`src/rtl/dl_pkg.sv`:
```
package dl_pkg;
  typedef enum logic {
    ST_IDLE = 1'b0,
    ST_RUN  = 1'b1
  } cd_state_e;
endpackage

```
`src/rtl/dl_change_det.sv`:
```
module dl_change_det #(
  parameter int WIDTH = 4
) (
  input  logic             clk_i,
  input  logic             rst_ni,
  input  logic             tick_i,
  input  logic [WIDTH-1:0] yc_i,
  output logic             chg_o,
  output logic [WIDTH-1:0] seen_o
);
  logic [WIDTH-1:0] seen_q;

  always_ff @(posedge clk_i or negedge rst_ni) begin
    if (!rst_ni)     seen_q <= '0;
    else if (tick_i) seen_q <= yc_i;
  end

  // a change only counts when model time advances
  assign chg_o  = tick_i && (yc_i != seen_q);
  assign seen_o = seen_q;
endmodule

```
`src/rtl/dl_countdown.sv`:
```
module dl_countdown
  import dl_pkg::*;
#(
  parameter int CNT_W = 8
) (
  input  logic             clk_i,
  input  logic             rst_ni,
  input  logic             tick_i,
  input  logic             load_i,
  input  logic [CNT_W-1:0] dly_i,
  output logic             fire_o,
  output logic             busy_o
);
  localparam logic [CNT_W-1:0] ONE = CNT_W'(1);

  cd_state_e        st_q;
  logic [CNT_W-1:0] cnt_q;
  logic             last_q;

  assign last_q = (cnt_q == ONE);

  always_ff @(posedge clk_i or negedge rst_ni) begin
    if (!rst_ni) begin
      st_q  <= ST_IDLE;
      cnt_q <= '0;
    end else if (load_i) begin
      cnt_q <= dly_i;
      st_q  <= (dly_i == '0) ? ST_IDLE : ST_RUN;
    end else if (tick_i && st_q == ST_RUN) begin
      cnt_q <= cnt_q - ONE;
      if (last_q) st_q <= ST_IDLE;
    end
  end

  always_comb begin
    if (load_i) fire_o = (dly_i == '0);
    else        fire_o = tick_i && (st_q == ST_RUN) && last_q;
  end

  assign busy_o = (st_q == ST_RUN);
endmodule

```
`src/rtl/dl_hold.sv`:
```
module dl_hold #(
  parameter int WIDTH = 4
) (
  input  logic             clk_i,
  input  logic             rst_ni,
  input  logic             wr_i,
  input  logic [WIDTH-1:0] wr_data_i,
  input  logic             commit_i,
  output logic [WIDTH-1:0] cur_o
);
  logic [WIDTH-1:0] fut_q;
  logic [WIDTH-1:0] cur_q;

  always_ff @(posedge clk_i or negedge rst_ni) begin
    if (!rst_ni) begin
      fut_q <= '0;
      cur_q <= '0;
    end else begin
      if (wr_i) fut_q <= wr_data_i;
      // same-tick write and commit bypasses the pending register
      if (commit_i) cur_q <= wr_i ? wr_data_i : fut_q;
    end
  end

  assign cur_o = cur_q;
endmodule

```
`src/rtl/dl_prop_delay.sv`:
```
module dl_prop_delay #(
  parameter int WIDTH = 4,
  parameter int CNT_W = 8
) (
  input  logic             clk_i,
  input  logic             rst_ni,
  input  logic             tick_i,
  input  logic [WIDTH-1:0] yc_i,
  input  logic [CNT_W-1:0] delay_i,
  output logic [WIDTH-1:0] y_o,
  output logic             busy_o
);
  logic             chg;
  logic             fire;
  logic [WIDTH-1:0] seen;

  dl_change_det #(.WIDTH(WIDTH)) u_det (
    .clk_i  (clk_i),
    .rst_ni (rst_ni),
    .tick_i (tick_i),
    .yc_i   (yc_i),
    .chg_o  (chg),
    .seen_o (seen)
  );

  dl_countdown #(.CNT_W(CNT_W)) u_cd (
    .clk_i  (clk_i),
    .rst_ni (rst_ni),
    .tick_i (tick_i),
    .load_i (chg),
    .dly_i  (delay_i),
    .fire_o (fire),
    .busy_o (busy_o)
  );

  dl_hold #(.WIDTH(WIDTH)) u_hold (
    .clk_i     (clk_i),
    .rst_ni    (rst_ni),
    .wr_i      (chg),
    .wr_data_i (yc_i),
    .commit_i  (fire),
    .cur_o     (y_o)
  );
endmodule

```
`config.mk`:
```
export PLATFORM = sky130hd
export DESIGN_NAME = dl_prop_delay
export DESIGN_NICKNAME = d
export VERILOG_FILES = /design/src/rtl/dl_pkg.sv /design/src/rtl/dl_change_det.sv /design/src/rtl/dl_countdown.sv /design/src/rtl/dl_hold.sv /design/src/rtl/dl_prop_delay.sv
export SDC_FILE = /design/constraint.sdc
export NUM_CORES = 1
export LEC_CHECK = 0
export ABC_AREA = 1
export CAP_MARGIN = 20
export CORE_MARGIN = 2
export CORE_UTILIZATION = 30
export CTS_BUF_LIST = sky130_fd_sc_hd__clkbuf_4
export DETAILED_ROUTE_END_ITERATION = 6
export DONT_BUFFER_PORTS = 1
export PLACE_DENSITY_LB_ADDON = 0.08
export SLEW_MARGIN = 20
export SYNTH_ARGS = -nofsm -noshare
export SYNTH_HDL_FRONTEND = slang
export SYNTH_SLANG_ARGS = --single-unit
```
`constraint.sdc`:
```
create_clock -name clk_i -period 1.6 [get_ports clk_i]
set_clock_uncertainty 0.15 [all_clocks]
set_input_delay 0.08 -clock clk_i [delete_from_list [all_inputs] [get_ports clk_i]]
set_output_delay 0.08 -clock clk_i [all_outputs]
set_load 0.05 [all_outputs]
```
==> out/qor.txt, run 1 <==
crit path DAT: 1.58 ns
Max Cap Violations: 0
Crit. End Element: flip-flop
# nets final: 204
CTS max path bufs: 2
Via density: 4.63
CTS clk-pin slew, worst paths: 0.13 ns
final instance area: 1520 um2
drt pass-1 iters: 4
Final Hold Vio Count: 17
commonest non-fill, non-tap cell in the layout: nand2_1
Switching Power: 0.534 mW
PortBufs: 0
Top Metal Used: met4
r2r endpoint: u_hold.cur_o[1]
DP HPWL: 2110 um
final max-slew violation count: 0
Hold Crit Class: in -> reg
Antenna Nets Post-Route: 0
area post-placement: 1280 um2
CTS HTree Levels: 1
vias: 1,092
Critical Path RT: 1.71 ns
vias in the first global route: 1,091
gr usage total: 0.152
length of routed met2 wiring: 1530 um
area of the core: 3940 um2
r2r startpoint: u_cd.cnt_q[1]
RD Place Congestion: 0.758
DRT met1 WL: 1280 um
drt total wl: 3010 um
Synth cell types: 23
P per Cell Area: 926 nW/um2
crit start category: flip-flop
clock root cell: clkbuf_4
CP max FO: 5
Seq/Total Area, Yosys: 0.431
Clk Latency, worst-skew pair: 0.31 ns
Max transition margin: 0.667
worst hold margin: -0.215 ns
status: complete, but fails checks
Cell Rows: 23
met3 wire length: 179 um
Die W: 67.8 um
most frequent cells in the layout: nand2_1 (48), nand3_1 (25), dfrtp_1 (21)
post-synthesis compound-gate area fraction: 0.0472
Switching Fraction: 0.380
Starting Density: 0.309
worst-margin pin slew: 0.499 ns
Synth Area in XOR/XNOR: 0.0215
Fmax: 679 MHz
chip height: 67.8 um
clock share of power: 0.193
DR iter-0 viols: 61
failing checks: negative hold slack
leakage power: 0.763 nW
CP Class: reg -> reg
Gate power share: 0.299
Adder-Cell Fraction of Synth Area: 0.0205
Die Area: 4590 um2
mux cell area share after synthesis: 0
Avg WL per Cell: 12.8 um
fraction of layout cells with a size suffix above 1: 0.145
reg2reg path depth: 8
synthesized flop and latch total: 21
Worst R2R Setup Slack: 0.13 ns
Flop pwr share: 0.509
cts bufs inserted: 3
simple-gate share of the synthesized area: 0.392
Syn Area/Cell: 7.62 um2
fin crit share: 0.920
TritonCTS clock tree: done
largest net degree at the start of global routing: 22
minimum clock period: 1.47 ns
Internal: 0.872 mW
DRC Markers: 0
fin util: 0.385
ant diodes: 0
Post-Syn Instances: 160
first-pass GRT wire length: 5180 um
largest family of logic cells by synthesized area: simple AND/OR/NAND/NOR gates
CTS Sinks: 21
P&R area growth vs syn: 24.4%
Yosys Warn Count: 0
RSZ-0062 raised after global routing: true
initial antenna violation count: 0
Congestion Overflow GR: 0
Cell Area, Synth: 1220 um2
VDD IR max: 536 uV
syn nets: 177
Hold Path Depth: 2
Overall Power: 1.41 mW
final setup violation count: 0
total I/O pin count: 20
hold path start: tick_i
hold path endpoint: u_hold.fut_q[0]
==> area by class of cell <==
class                      instances  area, um2
timing repair buffer              25        228
fill                             395       2420
tap                               50       62.6
clock inverter                     1       7.51
clock buffer                       3       22.5
multi-input combinational        117        601
inverter                          19       71.3
sequential                        21        526
==> stage by stage <==
step                setup TNS (ns)  hold WS, ns  cells  worst slack, ns
finish                           0       -0.215    236            0.128
global route              -0.00108       -0.245    236         -0.00108
CTS                              0       -0.232    231           0.0943
detailed placement               0       -0.365    210            0.119
global placement                 0       -0.365    210            0.123
floorplan                        0       -0.366    160            0.119
==> synthesized netlist by cell type, drive strengths merged <==
master	number	area share
clkbuf	1	0.0031
xor2	2	0.014
inv	19	0.058
dfrtp	21	0.43
ha	2	0.021
xnor2	1	0.0072
buf	3	0.027
nand2	52	0.19
o21bai	1	0.0062
nand3	29	0.14
a21oi	1	0.0041
nand4	2	0.010
nor2	17	0.058
o21ai	9	0.037
==> layer usage <==
metal	track usage	up-vias
li1	-	561
met1	0.178	511
met2	0.268	18
met3	0.0500	2
met4	0.0375	0
met5	0	-
==> worst max-delay path, cell delays in order (launching register included) <==
cell and delay, ns:
dfrtp_1 0.40, inv_1 0.09, ha_1 0.15, nand4_1 0.14, nor2_1 0.20, nand2_4 0.09
nand2_2 0.09, nand2_1 0.06, nand2_1 0.06
==> timing repair <==
action,4_1_cts,5_1_grt
hold buffers,17,1
gates resized for setup,0,1
setup endpoints to repair,0,12
buffers inserted,0,3
hold endpoints to repair,42,36
==> worst max path at each step <==
stage | from | endpoint | slack [ns] | depth (start not counted)
CTS | u_det.seen_o[1] | u_cd.cnt_q[5] | 0.09 | 9
finish | u_cd.cnt_q[1] | u_hold.cur_o[1] | 0.13 | 8
floorplan | u_cd.busy_o | u_cd.cnt_q[0] | 0.12 | 7
global placement | u_det.seen_o[2] | u_cd.busy_o | 0.12 | 8
detailed placement | u_cd.cnt_q[3] | u_hold.cur_o[0] | 0.12 | 7
global route | u_cd.cnt_q[0] | u_cd.cnt_q[6] | -0.001 | 6
==> power by group through the flow <==
stage          registers [mW]  logic, mW  clock network, mW
5_1_grt                 0.725      0.476              0.320
6_report                0.715      0.420              0.271
4_1_cts                 0.713      0.409              0.294
2_1_floorplan           0.760      0.242                  0
3_3_place_gp            0.723      0.354                  0
3_5_place_dp            0.723      0.355                  0
==> logic make-up (layout without fill, tap and decap cells) <==
logic type      Yosys count  after routing
simple gates            100            101
buf+inv                  23             48
flops                    21             21
compound gates           11             11
xor+xnor                  3              3
fa+ha+maj                 2              2
==> sequential cells by signal, summed over array words and instances (netlist names) <==
register / flops
u_cd.busy_o: 1
u_hold.fut_q: 4
u_hold.cur_o: 4
u_cd.cnt_q: 8
u_det.seen_o: 4
Note: power is estimated with default switching activity, not from simulation.
==> run 2, diff against run 1 <==
--- a/config.mk
+++ b/config.mk
@@ -7,11 +7,11 @@
 export LEC_CHECK = 0
 export ABC_AREA = 1
 export CAP_MARGIN = 20
-export CORE_MARGIN = 2
 export CORE_UTILIZATION = 30
 export CTS_BUF_LIST = sky130_fd_sc_hd__clkbuf_4
 export DETAILED_ROUTE_END_ITERATION = 6
 export DONT_BUFFER_PORTS = 1
+export HOLD_SLACK_MARGIN = 0.06
 export PLACE_DENSITY_LB_ADDON = 0.08
 export SLEW_MARGIN = 20
 export SYNTH_ARGS = -nofsm -noshare
==> run 2 against run 1 <==
Effect of this change:
- the run now ends clean
- global-route usage down 0.97 points
- sequential cell count did not move
- clock power grew 3%
- setup slack gained 0.010 ns
- total power is 0.49% lower
- count of clock-buffer cells in the layout unchanged
- first-iteration DRC count is 6.6% lower
- wire length decreased by 8.7%
- cell count is 2.5% lower
- sequential share of layout area increased by 0.97 points
- register-to-register slack barely moved
- sequential power fell by 1%
- critical endpoint is now u_hold.cur_o[0]
- highest routed layer unchanged
==> out/qor.txt, run 2 (synthesis gave the netlist of run 1 again) <==
RSZ-0062 raised after global routing: true
final max-slew violation count: 0 (unchanged)
gr busiest metal: met2
Hold Crit Class: in -> reg
Flop pwr share: 0.505 (-0.004)
CP Class: reg -> reg
CTS Sinks: 21 (unchanged)
Multi-input gate area: 592 um2 (-1.5%)
CTS max path bufs: 2 (unchanged)
ant diodes: 0 (unchanged)
CTS HTree Levels: 1 (unchanged)
Max transition margin: 0.606 (-0.0609)
fraction of layout cells with a size suffix above 1: 0.148 (+0.00319)
drt total wl: 2750 um (-8.7%)
Starting Density: 0.323 (+0.0141)
met3 usage: 0.0448 (-0.00517)
first-pass GRT wire length: 4630 um (-11%)
CP max FO: 5 (unchanged)
met2 Use GR: 0.247 (-0.0209)
CP most frequent cell: nand2_1
max incr delay on CP: 0.40 ns (about the same)
register cell area after layout: 526 um2 (unchanged)
P&R area growth vs syn: 21.0%
Avg WL per Cell: 12.0 um (-6.3%)
chip height: 65.8 um (-3.0%)
crit path buf inv count: 1 (unchanged)
largest register by flop count: u_cd.cnt_q
Final Hold Vio Count: 0 (-17)
Max Cap Violations: 0 (unchanged)
final setup violation count: 0 (unchanged)
clock root cell: clkbuf_4
Crit. End Element: flip-flop
P per Cell Area: 947 nW/um2 (+2.3%)
leakage power: 0.742 nW (-2.7%)
Gate power share: 0.296 (-0.003)
Crit-path slowest cell: dfrtp_1
PortBufs: 0 (unchanged)
# fillers: 392 (-0.76%)
met1 Track Usage GR: 0.170 (-0.00804)
Critical Path RT: 1.71 ns (about the same)
Switching Power: 0.537 mW (+0.63%)
Switching Fraction: 0.384 (+0.00430)
# nets final: 200 (-2.0%)
CTS clk-pin slew, worst paths: 0.13 ns (about the same)
area of the core: 3770 um2 (-4.3%)
clock share of power: 0.199 (+0.006)
DRC Markers: 0 (unchanged)
Congestion Overflow GR: 0 (unchanged)
drt pass-1 iters: 4 (unchanged)
TNS Setup: 0 ns (unchanged)
Die Area: 4330 um2 (-5.8%)
Cell Rows: 22 (-4.3%)
Antenna Nets Post-Route: 0 (unchanged)
Top delay family on crit path: simple AND/OR/NAND/NOR gates
TritonCTS clock tree: done
commonest non-fill, non-tap cell in the layout: nand2_1
crit-path cells: inv_1 -> ha_1 -> nand4_1 -> nor2_2 -> nand2_4 -> nand2_2 -> nand2_1 -> nand2_1
status: finished, final reports clean
largest net degree at the start of global routing: 22 (unchanged)
DR iter-0 viols: 57 (-6.6%)
most frequent cells in the layout: nand2_1 (48), nand3_1 (25), dfrtp_1 (21)
crit start category: flip-flop
Die W: 65.8 um (-3.0%)
DP HPWL: 1960 um (-7.0%)
fin crit share: 0.914 (-0.00629)
Via density: 4.65 (+0.45%)
worst-margin pin slew: 0.589 ns (+0.0894 ns)
vias in the first global route: 1,061 (-2.7%)
cts bufs inserted: 3 (unchanged)
VDD IR max: 520 uV (-2.9%)
Internal: 0.862 mW (-1.2%)
RD Place Congestion: 0.807 (+6.5%)
minimum clock period: 1.46 ns (-0.0101 ns)
area post-placement: 1270 um2 (-0.20%)
Clk Latency, worst-skew pair: 0.31 ns (about the same)
total I/O pin count: 20 (unchanged)
final instance area: 1480 um2 (-2.7%)
gr usage total: 0.143 (-0.00970)
Fmax: 684 MHz (+0.69%)
initial antenna violation count: 0 (unchanged)
vias: 1,069 (-2.1%)
Largest register FFs: 8 (unchanged)
crit path DAT: 1.57 ns (about the same)
==> run 2: routing by layer <==
layer	up-vias	part of all wire
li1	551	-
met1	496	0.44
met2	20	0.49
met3	2	0.056
met4	0	0.0069
met5	-	0
==> run 2: through the flow <==
stage	std cells	hold slack [ns]	power, mW	util	setup slack (ns)
2_1_floorplan	160	-0.366	1.00	-	0.119
3_3_place_gp	208	-0.365	1.07	0.338	0.109
3_5_place_dp	208	-0.365	1.07	0.338	0.138
4_1_cts	226	0.0630	1.41	0.383	0.104
5_1_grt	230	0.112	1.50	0.392	0.000812
6_report	230	0.0730	1.40	0.392	0.138
==> run 2: final cells by class <==
type / instances / share of cell area
Clock buffer: 3 / 0.0153
Tap cell: 48 / 0.0407
Inverter: 19 / 0.0483
Sequential cell: 21 / 0.356
Timing Repair Buffer: 22 / 0.134
Multi-Input combinational cell: 116 / 0.401
Clock inverter: 1 / 0.00508
==> run 2: worst paths after layout <==
kind | to | slack (ns) | depth (start not counted) | startpoint
worst max-delay path | u_hold.cur_o[0] | 0.14 | 8 | u_cd.cnt_q[1]
worst min-delay path | u_hold.fut_q[0] | 0.07 | 6 | yc_i[2]
worst max register to register | u_hold.cur_o[0] | 0.14 | 8 | u_cd.cnt_q[1]
worst min register to register | u_hold.fut_q[0] | 0.33 | 2 | u_hold.fut_q[0]
max in group asynchronous | u_hold.cur_o[3] | 0.86 | 2 | rst_ni
min in group asynchronous | u_cd.cnt_q[0] | 0.10 | 2 | rst_ni
==> run 2: worst register-to-register path, cell delays in order, from the launching register on <==
cell     delay, ns
dfrtp_1       0.40
inv_1         0.10
ha_1          0.16
nand4_1       0.14
nor2_2        0.15
nand2_4       0.09
nand2_2       0.09
nand2_1       0.06
nand2_1       0.06
==> run 2: what timing repair did <==
item,in CTS,in global routing
buffers inserted,0,3
resized for setup,0,2
hold endpoints to repair,42,21
endpoints found under the setup margin,0,3
hold buffers,14,1
==> run 2: power by group through the flow <==
stage                     logic, mW  registers, mW  clock network (mW)
final                         0.414          0.706               0.278
after CTS                     0.405          0.706               0.298
after detailed placement      0.353          0.717                   0
after global routing          0.465          0.718               0.312
after global placement        0.355          0.717                   0
after floorplan               0.242          0.760                   0
